### config.mk
export PLATFORM = sky130hd
export DESIGN_NAME = cascade_fifo
export DESIGN_NICKNAME = d
export VERILOG_FILES = /design/src/rtl/cascade_fifo.sv
export SDC_FILE = /design/constraint.sdc
export NUM_CORES = 1
export LEC_CHECK = 0
export BUFFER_PORTS_ARGS = -buffer_cell sky130_fd_sc_hd__buf_2
export CAP_MARGIN = 25
export CORE_UTILIZATION = 55
export CTS_CLUSTER_SIZE = 25
export DETAILED_ROUTE_END_ITERATION = 12
export PLACE_DENSITY = 0.73
export SLEW_MARGIN = 20
export SYNTH_ARGS = -nofsm -noshare
export SYNTH_HDL_FRONTEND = slang
export SYNTH_SLANG_ARGS = --single-unit
### constraint.sdc
create_clock -name clk -period 3.7 [get_ports clk]
set_clock_uncertainty 0.05 [all_clocks]
set_input_delay 0.185 -clock clk [delete_from_list [all_inputs] [get_ports clk]]
set_output_delay 0.185 -clock clk [all_outputs]
set_load 0.03 [all_outputs]
### src/rtl/cascade_fifo.sv
module cascade_fifo #(
  parameter int NSLICE = 3,
  parameter int DEPTH  = 4
) (
  input  logic              clk,
  input  logic              rst,
  input  logic              chain_mode_i,
  input  logic [NSLICE-1:0] first_load_i,
  input  logic              wr_en_i,
  input  logic [8:0]        wr_data_i,
  input  logic              rd_en_i,
  output logic [8:0]        rd_data_o,
  output logic              full_o,
  output logic              empty_o,
  output logic [NSLICE-1:0] wr_tok_o,
  output logic [NSLICE-1:0] rd_tok_o,
  output logic [NSLICE-1:0] wr_hop_o,
  output logic [NSLICE-1:0] rd_hop_o
);
  localparam int W  = 9;
  localparam int AW = (DEPTH > 1) ? $clog2(DEPTH) : 1;
  localparam int CW = $clog2(DEPTH + 1);

  logic              chain_q;
  logic [NSLICE-1:0] lead_q, wr_tok, rd_tok;
  logic [NSLICE-1:0] sfull, sempty, wlast, rlast;
  logic [W-1:0]      lane [NSLICE];
  logic              wr_ok, rd_ok;

  assign full_o   = chain_q ? &sfull : |(sfull & lead_q);
  assign empty_o  = &sempty;
  assign wr_ok    = wr_en_i & ~full_o;
  assign rd_ok    = rd_en_i & ~empty_o;
  assign wr_tok_o = wr_tok;
  assign rd_tok_o = rd_tok;
  assign wr_hop_o = chain_q ? wlast : '0;
  assign rd_hop_o = chain_q ? rlast : '0;

  for (genvar i = 0; i < NSLICE; i++) begin : g_slice
    logic [W-1:0]  ram [DEPTH];
    logic [AW-1:0] wp, rp;
    logic [CW-1:0] cnt;
    logic          wsel, rsel;

    assign wsel      = wr_tok[i] & wr_ok;
    assign rsel      = rd_tok[i] & rd_ok;
    assign wlast[i]  = wsel & (wp == AW'(DEPTH - 1));
    assign rlast[i]  = rsel & (rp == AW'(DEPTH - 1));
    assign sfull[i]  = (cnt == CW'(DEPTH));
    assign sempty[i] = (cnt == '0);
    assign lane[i]   = (rd_tok[i] & ~sempty[i]) ? ram[rp] : '0;

    always_ff @(posedge clk)
      if (wsel) ram[wp] <= wr_data_i;

    always_ff @(posedge clk) begin
      if (rst) begin
        wp  <= '0;
        rp  <= '0;
        cnt <= '0;
      end else begin
        if (wsel) wp <= wlast[i] ? '0 : wp + 1'b1;
        if (rsel) rp <= rlast[i] ? '0 : rp + 1'b1;
        cnt <= cnt + CW'(wsel) - CW'(rsel);
      end
    end
  end

  always_comb begin
    rd_data_o = '0;
    for (int k = 0; k < NSLICE; k++) rd_data_o = rd_data_o | lane[k];
  end

  always_ff @(posedge clk) begin
    if (rst) begin
      chain_q <= chain_mode_i;
      lead_q  <= first_load_i;
      wr_tok  <= first_load_i;
      rd_tok  <= first_load_i;
    end else if (chain_q) begin
      wr_tok <= (wr_tok & ~wlast) | {wlast[NSLICE-2:0], wlast[NSLICE-1]};
      rd_tok <= (rd_tok & ~rlast) | {rlast[NSLICE-2:0], rlast[NSLICE-1]};
    end
  end

  AST_WTOK_ONEHOT: assert property (@(posedge clk) disable iff (rst)
    $countones(wr_tok_o) == 1);
  AST_RTOK_ONEHOT: assert property (@(posedge clk) disable iff (rst)
    $countones(rd_tok_o) == 1);
  AST_WHOP_MOVES: assert property (@(posedge clk) disable iff (rst)
    (|wr_hop_o) |=> (wr_tok_o != $past(wr_tok_o)));
  AST_RHOP_MOVES: assert property (@(posedge clk) disable iff (rst)
    (|rd_hop_o) |=> (rd_tok_o != $past(rd_tok_o)));
  AST_HOP_SINGLE: assert property (@(posedge clk) disable iff (rst)
    $onehot0(wr_hop_o) && $onehot0(rd_hop_o));
  AST_NO_OVERFLOW: assert property (@(posedge clk) disable iff (rst)
    (full_o && !rd_en_i) |=> full_o);
  AST_EMPTY_QUIET: assert property (@(posedge clk) disable iff (rst)
    empty_o |-> (rd_hop_o == '0 && rd_data_o == '0));
  AST_SOLO_STAY: assert property (@(posedge clk) disable iff (rst)
    !chain_q |-> (wr_tok_o == lead_q && rd_tok_o == lead_q));
endmodule

Yosys cells after proc, flatten, opt, wreduce, memory -nomap -nowiden

Memory sizes are Yosys's and may differ from the RTL's. A register that Yosys moved wholly into a read port is not among the register bits.
Cells that the tools add are included.
W data, S select, Z words.

Register bits: 31
Bits in writable memories: 108
Input bits: 17
Output and inout bits: 23
Word-level logic and storage cells: 103
Memories: 3

Memory list:

| memory         | words | width | read ports | clocked after memory_dff | write ports | line | text |
|---|---|---|---|---|---|---|---|
| g_slice[0].ram | 4     | 9     | 1          | 1                        | 1           | 40   | `logic [W-1:0] ram [DEPTH];` |
| g_slice[1].ram | 4     | 9     | 1          | 1                        | 1           | 40   |  |
| g_slice[2].ram | 4     | 9     | 1          | 1                        | 1           | 40   |  |

Add/subtract/negate cells: 12
Eq/ne operators: 9
Multiplexer cells: 28
Bitwise operators: 31
Reduce and logical (&&, ||, !) cells: 7

Operators with widths:

| kind                  | number |
|---|---|
| $mux W9               | 3 |
| $mux W2               | 12 |
| $mux W3               | 6 |
| $or A9 B9 Y9          | 2 |
| $and A1 B1 Y1         | 17 |
| $add A2 B1 Y2 const B | 6 |
| $eq A2 B2 Y1 const B  | 6 |
| $add A3 B1 Y3         | 3 |
| $and A3 B3 Y3         | 3 |
| $eq A3 B3 Y1 const B  | 3 |
| $logic_not A3 Y1      | 3 |
| $sub A3 B1 Y3         | 3 |
| $mux W1               | 7 |
| $not A3 Y3            | 2 |
| $or A3 B3 Y3          | 2 |
| $reduce_and A3 Y1     | 2 |
| $not A1 Y1            | 5 |
| $reduce_or A3 Y1      | 1 |
| $reduce_bool A2 Y1    | 1 |

Logic depth before layout (Yosys ltp)

Depth in word-level cells: 13
Gate-level depth with buffers: 13
Depth with buffers taken out: 11

Worst setup path after synthesis

Ideal clock, no wire load.

Path kind: reg2reg
From: register g_slice[0].cnt[1]
To: register g_slice[1].cnt[2]
Setup time: 0.128 ns
Arrival time: 2.522 ns
Required time: 3.522 ns
Path slack: 1.000 ns
Stages on the path, launching flop included: 12
Buffers on the path: 0
Clock period less this slack: 2.700 ns
Path through: dfxtp_1 > or4_4 > o311ai_4 > inv_2 > ha_1 > inv_1 > ha_1 > inv_1 > fa_1 > xor2_1 > xnor2_1 > nor2_1

Elaborated cells on any way between the ends: 15
Classes of those cells: 2 x add/sub; 1 x eq/ne; 1 x mux; 7 x bitwise; 4 x reduce/logical

RTL lines:

| item                      | line | text |
|---|---|---|
| start: declaration        | 42   | `logic [CW-1:0] cnt;` |
| start signal: assignment  | 64   | `cnt <= cnt + CW'(wsel) - CW'(rsel);` |
| $logic_not A3 Y1          | 50   | `assign sempty[i] = (cnt == '0);` |
| $reduce_and A3 Y1         | 31   | `assign empty_o = &sempty;` |
| $not A1 Y1                | 33   | `assign rd_ok = rd_en_i & ~empty_o;` |
| $and A1 B1 Y1             | 33   |  |
| $and A1 B1 Y1             | 46   | `assign rsel = rd_tok[i] & rd_ok;` |
| named net g_slice[1].rsel | 43   | `logic wsel, rsel;` |
| $sub A3 B1 Y3             | 64   |  |
| end signal: assignment    | 64   |  |
| end: declaration          | 42   |  |

The timed path passes the listed nets, and every way through them passes these cells.
A chain may end at the register's enable or synchronous reset.

Worst setup path after layout

From: register chain_q
To: register g_slice[0].cnt[2]

Longest elaborated chain between the ends: 6

RTL lines:

| item                     | line | text |
|---|---|---|
| start: declaration       | 24   | `logic chain_q;` |
| start signal: assignment | 76   | `chain_q <= chain_mode_i;` |
| $mux W1                  | 30   | `assign full_o = chain_q ? &sfull : \|(sfull & lead_q);` |
| $not A1 Y1               | 32   | `assign wr_ok = wr_en_i & ~full_o;` |
| $and A1 B1 Y1            | 32   |  |
| $and A1 B1 Y1            | 45   | `assign wsel = wr_tok[i] & wr_ok;` |
| $add A3 B1 Y3            | 64   |  |
| $sub A3 B1 Y3            | 64   |  |

Every way passes these cells.

==> metrics.cfg <==
[power]
power_density_nw_per_um2=688
p_leak_nw=2.66
peakVddDrop_mv=0.469
pwr-share-comb_pct=24.4
switching_share_pct=31.1
p_seq_share_pct=42.4
power.total_w=0.00493
switchingPower_w=0.00153
p_clk_share_pct=33.2
p_int_w=0.00340

[run_status]
status=finished, final reports clean

[timing]
finalHoldViolations=0
setup_viol=0
worstMarginPinSlew_ps=864
final.setup.tns_ps=0
slew_headroom_pct=42.0
max_freq_mhz=340
slew_violations=0
period_share_pct=79.6
min_period_ps=2940
rsz0062_at_grt=false

[clocking]
hold_buffers=13
cts_max_level=4
cts_sinks=145
clk_latency_ps=510
clockRootBuffer=clkbuf_8
postCtsResizedCells=0
clk_pin_slew_ps=60
cts_tree=yes
clock_path_buffers=2
cts_made_buffers=17
cts_setup_buffers=0

[floorplanning]
die-area_sq_um=11600
initial_utilization_pct=56.5
rows=38
coreArea_sq_um=10900
dieHeight_um=108
boundaryPins=40
die_w_um=108

[critical_path]
critical-path-top-delay-family=adder cells
slowest_stage=edfxtp_1
crit_path_start_kind=flip-flop
crit_arrival_ps=3270
critPathBufInv=2
timing.rr.end=g_slice[0].cnt[2]
crit_path_end_kind=flip-flop
worstPathCellList=and4_1, a31oi_1, nand2_1, ha_1, inv_1, ha_1, inv_1, fa_1, xor2_1, xnor2_1, nor2_1
rr_worst_depth=11
required_ps=4030
slowest_delay_ps=530
r2r_start=chain_q
reg2reg_slack_ps=760
path_max_fanout=10
worst-setup-path-type=flip-flop to flip-flop

[hold_path]
hold_path_depth=4
whs_endpoint=g_slice[0].rp[0]
hp-start=rd_en_i
hold_path.class=input pin to flip-flop

[synthesis]
synth_top_area_share_pct=57.6
synth-seq-area-share_pct=66.4
synth.most_common_cell=edfxtp_1
ys.flop_type=edfxtp_1
yosysUniqueCellTypes=38
synthTopCellsByArea=edfxtp_1 58%, mux4_2 9.9%, dfxtp_1 8.8%
synth.cell_area_sq_um=6150
synth_area_per_cell_sq_um=15.6
synth_top_cell_by_area=edfxtp_1
ys_ff_latch=145
yosys-top-cells-count=118 x edfxtp_1, 36 x inv_1, 27 x dfxtp_1, 27 x mux4_2, 24 x nand2_1
synth_edf_count=118
async_reset_ff_share_pct=0
yosys_warnings=0
synth_cells=394
synthesis.nets=435

[grt]
antenna_found_initial=0
grt.overflow.total=0
use_met1_pct=29.3
grt_pass1_vias=3725
met2_usage_pct=41.7
busiest_layer=met2
grt_max_degree=37
grt_pass1_wl_um=19700
track_usage_pct=23.8
met3_usage_pct=5.69

[route]
routed_wl_um=12400
wl_per_cell_um=20.6
drc=0
drt_first_pass_iters=4
viasPerCell=5.85
vias=3535
drtAntennaViolNets=0
drt-initial-drc-count=287

[layout]
regArea_sq_um=4080
multi_input_comb_area_sq_um=1860
antenna-diode-count=0
drive_gt1_share_pct=22.4
area.growth.synth_to_final_pct=16.6
num-fill-cells=740
nNetsFinal=494

[placement]
gp_congestion=0.963
io_buffers=39
hpwl_um=8470

[flow_run]
drv_cap=0

[registers in the layout (all words and copies together), names as in the netlist, named ones only]
name,count
wr_tok_o,3
lead_q,3
g_slice.ram,108
g_slice.cnt,9
g_slice.wp,6
chain_q,1
g_slice.rp,6
rd_tok_o,3
[worst max path at each step]
stage | start | end | depth (start not counted)
3_3_place_gp | g_slice[0].cnt[1] | g_slice[1].cnt[2] | 11
3_5_place_dp | chain_q | g_slice[0].cnt[2] | 11
4_1_cts | g_slice[0].cnt[1] | g_slice[1].cnt[2] | 11
2_1_floorplan | g_slice[0].cnt[1] | g_slice[1].cnt[2] | 11
6_report | chain_q | g_slice[0].cnt[2] | 11
5_1_grt | chain_q | g_slice[2].cnt[2] | 11
[area by class of cell]
cell class                 count  share of cell area (%)
clock buffer                  19                    5.88
inverter                      38                    1.99
multi-input combinational    197                    26.0
clock inverter                11                    1.97
timing repair buffer          54                    4.75
sequential                   145                    57.0
tap                          140                    2.44
[kinds of logic after synthesis]
group	after synthesis	synth area share, %
compound gates	55	6.51
xor+xnor	6	0.855
fa+ha+maj	24	5.25
buf+inv	52	3.28
flops	145	66.4
mux	29	10.2
simple gates	83	7.49
[cell usage in the layout, fill, tap and decap left out, types with 4 or more instances in the layout]
cell / n
o21ai_0: 8
nand3_1: 7
dfxtp_1: 27
mux4_2: 27
a21oi_1: 17
nor2b_1: 7
nand2_1: 24
a31oi_1: 6
nor2_1: 11
ha_1: 21
o221ai_1: 9
dlygate4sd3_1: 13
a31o_1: 4
edfxtp_1: 118
buf_2: 39
inv_1: 36
clkbuf_16: 16
and3_1: 16
[worst min-delay path, delay by kind of cell]
kind	cells	cell delay, ps
AOI/OAI and AO/OA	2	180
and+or+nand+nor	1	110
buffers and inverters	1	150
[metrics by stage]
step	hold slack (ps)	setup slack, ps	instance area [sq um]	instances	utilization (%)
after floorplan	234	1000	6150	394	-
after global placement	319	882	6480	561	59.5
after detailed placement	313	798	6480	561	59.5
after CTS	110	793	7170	604	65.8
after global routing	138	589	7170	604	65.8
final	126	756	7170	604	65.8
[power groups by stage]
stage | clock [W] | sequential [W] | combinational [W]
3_3_place_gp | 0 | 0.00212 | 0.00116
4_1_cts | 0.00165 | 0.00210 | 0.00120
2_1_floorplan | 0 | 0.00205 | 0.000918
6_report | 0.00164 | 0.00209 | 0.00120
5_1_grt | 0.00172 | 0.00212 | 0.00131
3_5_place_dp | 0 | 0.00213 | 0.00119
[routing by layer]
metal / vias up / share of wire, %
met4: 0 / 0.81
met2: 135 / 52
met5: - / 0
met3: 11 / 5.7
li1: 1624 / -
met1: 1765 / 41
No activity file was read; power rests on OpenSTA's default activity.
